[config.mk]
export PLATFORM = sky130hd
export DESIGN_NAME = io_smi_trap
export DESIGN_NICKNAME = d
export VERILOG_FILES = /design/src/rtl/trap_pkg.sv /design/src/rtl/legacy_decode.sv /design/src/rtl/drive_shadow.sv /design/src/rtl/trap_status.sv /design/src/rtl/io_smi_trap.sv
export SDC_FILE = /design/constraint.sdc
export NUM_CORES = 1
export LEC_CHECK = 0
export ABC_AREA = 1
export BUFFER_PORTS_ARGS = -buffer_cell sky130_fd_sc_hd__buf_4
export CELL_PAD_IN_SITES_DETAIL_PLACEMENT = 0
export CELL_PAD_IN_SITES_GLOBAL_PLACEMENT = 1
export CORE_MARGIN = 10
export CORE_UTILIZATION = 18
export DETAILED_ROUTE_END_ITERATION = 16
export MAX_ROUTING_LAYER = met4
export PLACE_DENSITY = 0.84
export SYNTH_ARGS = -nofsm -noshare
export SYNTH_HDL_FRONTEND = slang
export SYNTH_SLANG_ARGS = --single-unit
[constraint.sdc]
create_clock -name clk -period 1 [get_ports clk]
set_input_delay 0.15 -clock clk [delete_from_list [all_inputs] [get_ports clk]]
set_output_delay 0.15 -clock clk [all_outputs]
set_load 0.03 [all_outputs]
[src/rtl/trap_pkg.sv]
package trap_pkg;
  // Classification of one host I/O cycle.
  typedef enum logic [1:0] {
    ACC_NONE   = 2'd0,
    ACC_LEGACY = 2'd1,
    ACC_BUSMST = 2'd2
  } acc_kind_e;

  localparam int unsigned NUM_WINDOWS = 2;

  function automatic int unsigned dev_width(input int unsigned n);
    return (n > 1) ? $clog2(n) : 1;
  endfunction
endpackage

[src/rtl/legacy_decode.sv]
module legacy_decode #(
  parameter int unsigned ADDR_W     = 16,
  parameter logic [15:0] TF_BASE    = 16'h01F0,
  parameter int unsigned TF_SPAN    = 8,
  parameter logic [15:0] CTL_ADDR   = 16'h03F6,
  parameter int unsigned DEVSEL_OFS = 6
) (
  input  logic [ADDR_W-1:0] addr_i,
  output logic              win_hit_o,
  output logic              devsel_hit_o
);
  localparam int unsigned NW = trap_pkg::NUM_WINDOWS;
  localparam logic [ADDR_W-1:0] TF_LO  = ADDR_W'(TF_BASE);
  localparam logic [ADDR_W-1:0] TF_HI  = ADDR_W'(TF_BASE) + ADDR_W'(TF_SPAN - 1);
  localparam logic [ADDR_W-1:0] CTL_AD = ADDR_W'(CTL_ADDR);
  localparam logic [ADDR_W-1:0] DSEL   = ADDR_W'(TF_BASE) + ADDR_W'(DEVSEL_OFS);

  logic [NW-1:0] win_match;

  generate
    for (genvar w = 0; w < NW; w++) begin : g_win
      localparam logic [ADDR_W-1:0] LO = (w == 0) ? TF_LO : CTL_AD;
      localparam logic [ADDR_W-1:0] HI = (w == 0) ? TF_HI : CTL_AD;
      always_comb begin
        win_match[w] = (addr_i >= LO) && (addr_i <= HI);
      end
    end
  endgenerate

  always_comb begin
    win_hit_o    = |win_match;
    devsel_hit_o = (addr_i == DSEL);
  end
endmodule

[src/rtl/drive_shadow.sv]
module drive_shadow #(
  parameter int unsigned DATA_W  = 8,
  parameter int unsigned DEV_W   = 1,
  parameter int unsigned SEL_LSB = 4
) (
  input  logic              clk,
  input  logic              rst_n,
  input  logic              load_i,
  input  logic [DATA_W-1:0] wdata_i,
  output logic [DEV_W-1:0]  cur_dev_o
);
  logic [DEV_W-1:0] sel_q;
  logic [DEV_W-1:0] sel_d;

  always_comb begin
    sel_d = sel_q;
    if (load_i) sel_d = wdata_i[SEL_LSB +: DEV_W];
  end

  always_ff @(posedge clk or negedge rst_n) begin
    if (!rst_n) sel_q <= '0;
    else        sel_q <= sel_d;
  end

  assign cur_dev_o = sel_q;

  // the selection only moves after a forwarded select write
  assert_sel_only_on_fwd_write_R9: assert property (
    @(posedge clk) disable iff (!rst_n)
    !$stable(sel_q) |-> $past(load_i));
endmodule

[src/rtl/trap_status.sv]
module trap_status #(
  parameter int unsigned NUM_DEV = 2
) (
  input  logic               clk,
  input  logic               rst_n,
  input  logic [NUM_DEV-1:0] set_i,
  input  logic               clr_i,
  input  logic [NUM_DEV-1:0] clr_mask_i,
  output logic [NUM_DEV-1:0] sts_o
);
  logic [NUM_DEV-1:0] sts_q;
  logic [NUM_DEV-1:0] sts_d;

  generate
    for (genvar d = 0; d < NUM_DEV; d++) begin : g_bit
      always_comb begin
        sts_d[d] = sts_q[d];
        if (clr_i && clr_mask_i[d]) sts_d[d] = 1'b0;
        if (set_i[d])               sts_d[d] = 1'b1;
      end

      // a bit only rises after a trap for its drive
      assert_rise_needs_trap_R7: assert property (
        @(posedge clk) disable iff (!rst_n)
        $rose(sts_q[d]) |-> $past(set_i[d]));

      // a bit only falls after a masked clear
      assert_fall_needs_clear_R8: assert property (
        @(posedge clk) disable iff (!rst_n)
        $fell(sts_q[d]) |-> $past(clr_i && clr_mask_i[d]));
    end
  endgenerate

  always_ff @(posedge clk or negedge rst_n) begin
    if (!rst_n) sts_q <= '0;
    else        sts_q <= sts_d;
  end

  assign sts_o = sts_q;
endmodule

[src/rtl/io_smi_trap.sv]
module io_smi_trap #(
  parameter int unsigned ADDR_W     = 16,
  parameter int unsigned DATA_W     = 8,
  parameter int unsigned NUM_DEV    = 2,
  parameter logic [15:0] TF_BASE    = 16'h01F0,
  parameter int unsigned TF_SPAN    = 8,
  parameter logic [15:0] CTL_ADDR   = 16'h03F6,
  parameter int unsigned DEVSEL_OFS = 6,
  parameter int unsigned SEL_LSB    = 4,
  localparam int unsigned DEV_W     = trap_pkg::dev_width(NUM_DEV)
) (
  input  logic               clk,
  input  logic               rst_n,
  input  logic               io_rd_i,
  input  logic               io_wr_i,
  input  logic [ADDR_W-1:0]  io_addr_i,
  input  logic [DATA_W-1:0]  io_wdata_i,
  input  logic               bm_hit_i,
  input  logic [DEV_W-1:0]   bm_dev_i,
  input  logic [NUM_DEV-1:0] trap_en_i,
  input  logic               sts_clr_i,
  input  logic [NUM_DEV-1:0] sts_clr_mask_i,
  output logic               fwd_o,
  output logic               rd_ones_o,
  output logic               smi_req_o,
  output logic [NUM_DEV-1:0] trap_sts_o
);
  import trap_pkg::*;

  logic             win_hit;
  logic             devsel_hit;
  logic [DEV_W-1:0] cur_dev;
  acc_kind_e        kind;
  logic             leg_armed;
  logic             bm_armed;
  logic             trap_leg;
  logic             trap_bm;
  logic             sel_load;
  logic [NUM_DEV-1:0] set_vec;
  logic             smi_q;
  logic             smi_d;

  legacy_decode #(
    .ADDR_W(ADDR_W), .TF_BASE(TF_BASE), .TF_SPAN(TF_SPAN),
    .CTL_ADDR(CTL_ADDR), .DEVSEL_OFS(DEVSEL_OFS)
  ) u_dec (
    .addr_i      (io_addr_i),
    .win_hit_o   (win_hit),
    .devsel_hit_o(devsel_hit)
  );

  // Classify the current cycle; the legacy window takes priority.
  always_comb begin
    kind = ACC_NONE;
    if (io_rd_i || io_wr_i) begin
      if (win_hit)       kind = ACC_LEGACY;
      else if (bm_hit_i) kind = ACC_BUSMST;
    end
  end

  always_comb begin
    leg_armed = trap_en_i[cur_dev];
    bm_armed  = trap_en_i[bm_dev_i];
    trap_leg  = (kind == ACC_LEGACY) && leg_armed;
    trap_bm   = (kind == ACC_BUSMST) && bm_armed;
    fwd_o     = ((kind == ACC_LEGACY) && !leg_armed) || (kind == ACC_BUSMST);
    rd_ones_o = trap_leg && io_rd_i;
    sel_load  = io_wr_i && (kind == ACC_LEGACY) && !leg_armed && devsel_hit;
    smi_d     = trap_leg || trap_bm;
  end

  generate
    for (genvar d = 0; d < NUM_DEV; d++) begin : g_set
      always_comb begin
        set_vec[d] = (trap_leg && (cur_dev == DEV_W'(d))) ||
                     (trap_bm  && (bm_dev_i == DEV_W'(d)));
      end
    end
  endgenerate

  drive_shadow #(.DATA_W(DATA_W), .DEV_W(DEV_W), .SEL_LSB(SEL_LSB)) u_sel (
    .clk      (clk),
    .rst_n    (rst_n),
    .load_i   (sel_load),
    .wdata_i  (io_wdata_i),
    .cur_dev_o(cur_dev)
  );

  trap_status #(.NUM_DEV(NUM_DEV)) u_sts (
    .clk       (clk),
    .rst_n     (rst_n),
    .set_i     (set_vec),
    .clr_i     (sts_clr_i),
    .clr_mask_i(sts_clr_mask_i),
    .sts_o     (trap_sts_o)
  );

  always_ff @(posedge clk or negedge rst_n) begin
    if (!rst_n) smi_q <= 1'b0;
    else        smi_q <= smi_d;
  end

  assign smi_req_o = smi_q;

  // a request follows an access by one cycle
  assert_smi_after_access_R4: assert property (
    @(posedge clk) disable iff (!rst_n)
    smi_req_o |-> $past(io_rd_i || io_wr_i));

  // any request comes with a status bit already visible
  assert_smi_with_status_R6: assert property (
    @(posedge clk) disable iff (!rst_n)
    smi_req_o |-> (trap_sts_o != '0));

  // an all-ones read is never also forwarded
  assert_ones_not_forwarded_R5: assert property (
    @(posedge clk) disable iff (!rst_n)
    rd_ones_o |-> !fwd_o);

  // no strobe, no forward
  assert_idle_no_forward_R10: assert property (
    @(posedge clk) disable iff (!rst_n)
    !(io_rd_i || io_wr_i) |-> !fwd_o);
endmodule

After elaboration in Yosys (flattened, before gate mapping) --
Cells that the tools add are included.
Word-level totals: bits in registers 4, bits of input ports 35, logic and storage cells 50, output and inout bits 5
Cells by class: equality and inequality tests 3, mux-type cells 11, order comparisons 6, bitwise operators 2, reductions and logical operators 24
Operators by type and width (number):
- 16-bit by 9-bit == test with 1-bit output (second input constant) | 1
- 16-bit by 10-bit >= comparator with 1-bit output (second input constant) | 1
- 16-bit by 9-bit >= comparator with 1-bit output (second input constant) | 1
- 16-bit by 10-bit <= comparator with 1-bit output (second input constant) | 1
- 16-bit by 9-bit <= comparator with 1-bit output (second input constant) | 1
- 1-bit logical AND | 15
- 1-bit two-way mux | 8
- 2-bit two-way mux | 3
- 1-bit logical OR | 5
- 1-bit by 2-bit less-than comparator with 1-bit output (second input constant) | 2
- 2-bit nonzero test | 2
- 2-bit by 1-bit == test with 1-bit output (second input constant) | 1
- 2-bit == test (second input constant) | 1
- 1-bit inverter | 2
- 2-bit OR reduction | 1
- 1-bit zero test | 1

Longest topological paths before layout --
depth after elaboration 10, depth in mapped cells 9, depth with buffers taken out 9

Hierarchy --
Synthesis repeated with hierarchy kept, for this count alone.
Unflattened totals: cells, all modules 82, area total of the unflattened synthesis 411.6 um^2
Modules (own cells, without submodules):
- io_smi_trap | area each 172.7 um^2, seq. area each 25.0 um^2, cells each 39, instances 1
- legacy_decode | area each 118.9 um^2, seq. area each 0.0 um^2, cells each 28, instances 1
- trap_status | area each 80.1 um^2, seq. area each 50.0 um^2, cells each 10, instances 1
- drive_shadow | area each 40.0 um^2, seq. area each 25.0 um^2, cells each 5, instances 1

Worst setup path before layout --
Ideal clock, no wire load.
path kind register -> output, start point reg u_sel.sel_q, in the netlist u_sel.cur_dev_o, end point out rd_ones_o, required time 0.850 ns, arrival 1.149 ns, setup slack -0.299 ns, path buffers 0, stages on the path, launching flop included 5, cell sequence dfrtp_1 > nor2_1 > nor2_1 > nand3b_1 > nor2_1
Between the ends: cells in the longest elaborated chain, start to end 4
Ends and longest elaborated chain:
- from (decl) | line drive_shadow.sv:12 | logic [DEV_W-1:0] sel_q;
- from (signal assigned) | line drive_shadow.sv:22 | else sel_q <= sel_d;
- 1-bit two-way mux (implied by the code) (2 in a row) | line io_smi_trap.sv:62 | leg_armed = trap_en_i[cur_dev];
- 1-bit logical AND | line io_smi_trap.sv:64 | trap_leg = (kind == ACC_LEGACY) && leg_armed;
- 1-bit logical AND | line io_smi_trap.sv:67 | rd_ones_o = trap_leg && io_rd_i;
- to (decl) | line io_smi_trap.sv:24 | output logic rd_ones_o,
No other way between the ends. The select of a mux whose other input is x is not followed.

Worst setup path after layout --
Same ends and word-level chain as after synthesis.

==> reports/qor.txt <==
Commonest non-fill, non-tap cell in the layout - buf_4
Antenna violations before repair - 0
Area Overhead vs Synth - 122.8%
Vias in the first global route - 616
Layout cells sized above 1 - 60.17%
Unrepaired setup endpoints after global routing - yes
Flop pwr share - 29.3%
Die X - 66.50 microns
Metal1 wirelength - 549 microns
Reg2reg setup slack - -50 ps
CP Capture Type - output pin
Hold Startpoint - io_wdata_i[4]
First drt pass iteration count - 4
CTS clock-pin slew for the worst setup and hold paths - 40 ps
Die Y - 66.50 microns
Vias - 568
Reg-to-reg startpoint - u_sel.cur_dev_o
Int Pwr - 0.4422 mW
Final setup viols - 4
H-tree depth - 1
Filler instances - 209
Final #Nets - 155
Clk sink count - 4
P per Cell Area - 708.3 nW/um^2
Distinct cells, synth - 13
Max_slew headroom - 87.84%
Run status - complete, but fails checks
ANT nets after route - 0
Clock network power share - 31.3%
Placed Cells - 137
Adder-Cell Fraction of Synth Area - 0%
Synth warn - 0
Worst Hold Class - in2reg
Hold endpoint - u_sel.cur_dev_o
Crit Reg-Reg Endpoint - smi_req_o
Final worst-path cycle share - 143.2%
Metal3 WL - 77 microns
Post-Syn Area per Cell - 5.896 sq um
Failing checks - negative setup slack
Post-Synth XOR/XNOR Area - 0%
CP Data Required Time - 850 ps
FF+latch count, synth - 4
Critical setup path kind - reg2out
Max_cap viols - 0
Tmin final - 1432 ps
Synthesized Nets - 101
Final Non-Filler Cells - 145
CTS root buf - clkbuf_4
Largest net degree at the start of global routing - 5
GRT Total Usage - 6.917%
Sw frac - 28.00%
Avg Vias per Cell - 3.917
F_max - 698.4 MHz
Clock Latency Late Sink - 230 ps
Detail Placement HPWL - 1275 microns
Final Max Slew Viols - 0
Simple logic cell fraction of the synthesized area - 62.38%
DRC Markers - 0
Final Hold Viols - 0
Longest Clk Path Bufs - 2
Global route total overflow - 0
Clk_skew - 1.745 ps
Antenna cells - 0
Post-synthesis sequential area ratio - 25.72%
I/O pin total - 40
Critical path launch point type - flip-flop
Post-Syn Instances - 66
First-pass GRT wire length - 2401 microns
Area fraction in compound gates after synthesis - 1.286%
Peak supply drop - 0.3169 mV
Fin worst setup slack - -431.8 ps
Most frequent cells in the layout - 47 x buf_4, 13 x nand2_1, 9 x inv_1, 9 x nand3_1, 7 x nor2_1
Final core utilization - 43.31%
Largest family of logic cells by synthesized area - simple AND/OR/NAND/NOR gates
Slew @ Worst Pin - 181.8 ps
Total CTS buffers - 3
Post-synthesis mux area share - 0%
Die ar. - 4422 sq um
Hold slack final - 135.2 ps
Reg2Reg Depth - 5
RD Place Congestion - 0.7636
Combinational cell fraction of total power - 39.3%
PortBufs - 32
Initial Utilization - 19.44%
Hold path depth - 3
Total wire length - 1405 microns
DRT iter0 DRCs - 4
Crit-path max FO - 3
Metal2 WL - 777 microns
Core area - 2002 sq um
CP arrival - 1280 ps
CTS tree - done
Post-Syn Area - 389.1 sq um
Detail-routed net length per standard cell - 9.690 microns
Psw - 0.1720 mW
Crit. Startpoint - u_sel.cur_dev_o
Max layer used - met3
Number of core rows - 16
Leakage - 0.4682 nW
==> cells by family after synthesis <==
family / count (synthesis)
compound gates: 1
buf+inv: 11
flops: 4
simple gates: 50
==> layout make-up <==
| class | instances | area (sq um) | share of cell area, % |
|---|---|---|---|
| sequential | 4 | 100.1 | 11.54 |
| multi-input combinational | 51 | 295.3 | 34.05 |
| clock buffer | 3 | 22.52 | 2.597 |
| tap | 27 | 33.78 | 3.896 |
| inverter | 11 | 41.29 | 4.762 |
| timing repair buffer | 49 | 374.1 | 43.15 |
==> worst max-delay path by stage <==
stage / endpoint / slack, ps / cells past startpoint
after floorplan: rd_ones_o / -130 / 4
final: rd_ones_o / -430 / 5
after global placement: rd_ones_o / -310 / 9
after CTS: rd_ones_o / -430 / 5
after detailed placement: rd_ones_o / -340 / 9
after global routing: rd_ones_o / -500 / 5
==> synthesized netlist by cell type <==
library cell | n | area, sq um
nand2_2 | 3 | 18.77
nand3b_1 | 1 | 7.510
nor2_1 | 13 | 48.80
nand4_1 | 2 | 12.51
nor2_2 | 3 | 18.77
nor2_4 | 1 | 11.26
nand3_1 | 9 | 45.04
o21ai_1 | 1 | 5.000
dfrtp_1 | 4 | 100.1
nand2_1 | 16 | 60.06
inv_2 | 1 | 3.750
inv_1 | 10 | 37.54
nand3_2 | 2 | 20.02
==> state kept, by name (all words and copies together) (netlist names) <==
name	flops
smi_req_o	1
u_sts.sts_o	2
u_sel.cur_dev_o	1
==> metrics by stage <==
stage	TNS [ps]	instance area, sq um	setup WS (ps)	total power, mW
finish	-897.6	867.1	-431.8	0.6142
CTS	-985.6	827.0	-430.5	0.6253
global route	-1242	867.1	-502.2	0.6597
detailed placement	-1463	770.7	-340.5	0.4102
floorplan	-155.9	406.6	-127.1	0.2697
global placement	-1267	770.7	-309.9	0.4088
==> per-layer routing <==
metal  up-vias  global-route usage, %
met3         0                  1.672
met2        15                  12.68
met1       243                  6.409
met5         -                      -
li1        310                      -
met4         0                  3.927
==> critical path, cell delays in order, from the launching register on <==
cell,delay (ps)
dfrtp_1,390
nor2_2,150
nor2_4,50
nand3b_1,210
nor2_4,110
buf_6,130
==> power by group through the flow <==
stage / Clock (mW) / Combinational [mW] / Sequential, mW
2_1_floorplan: 0 / 0.0615 / 0.208
3_3_place_gp: 0 / 0.227 / 0.182
3_5_place_dp: 0 / 0.228 / 0.182
4_1_cts: 0.209 / 0.236 / 0.180
5_1_grt: 0.211 / 0.267 / 0.182
6_report: 0.192 / 0.242 / 0.180
==> what timing repair did <==
item / 4_1_cts / 5_1_grt
gates resized for setup: 4 / 7
setup endpoints to repair: 4 / 6
setup buffers: 2 / 2
endpoints found under the hold margin: 4 / 0
pin swaps: 1 / 2
gates cloned: 0 / 0
hold buffers: 1 / 0
Note: power is estimated with default switching activity, not from simulation.
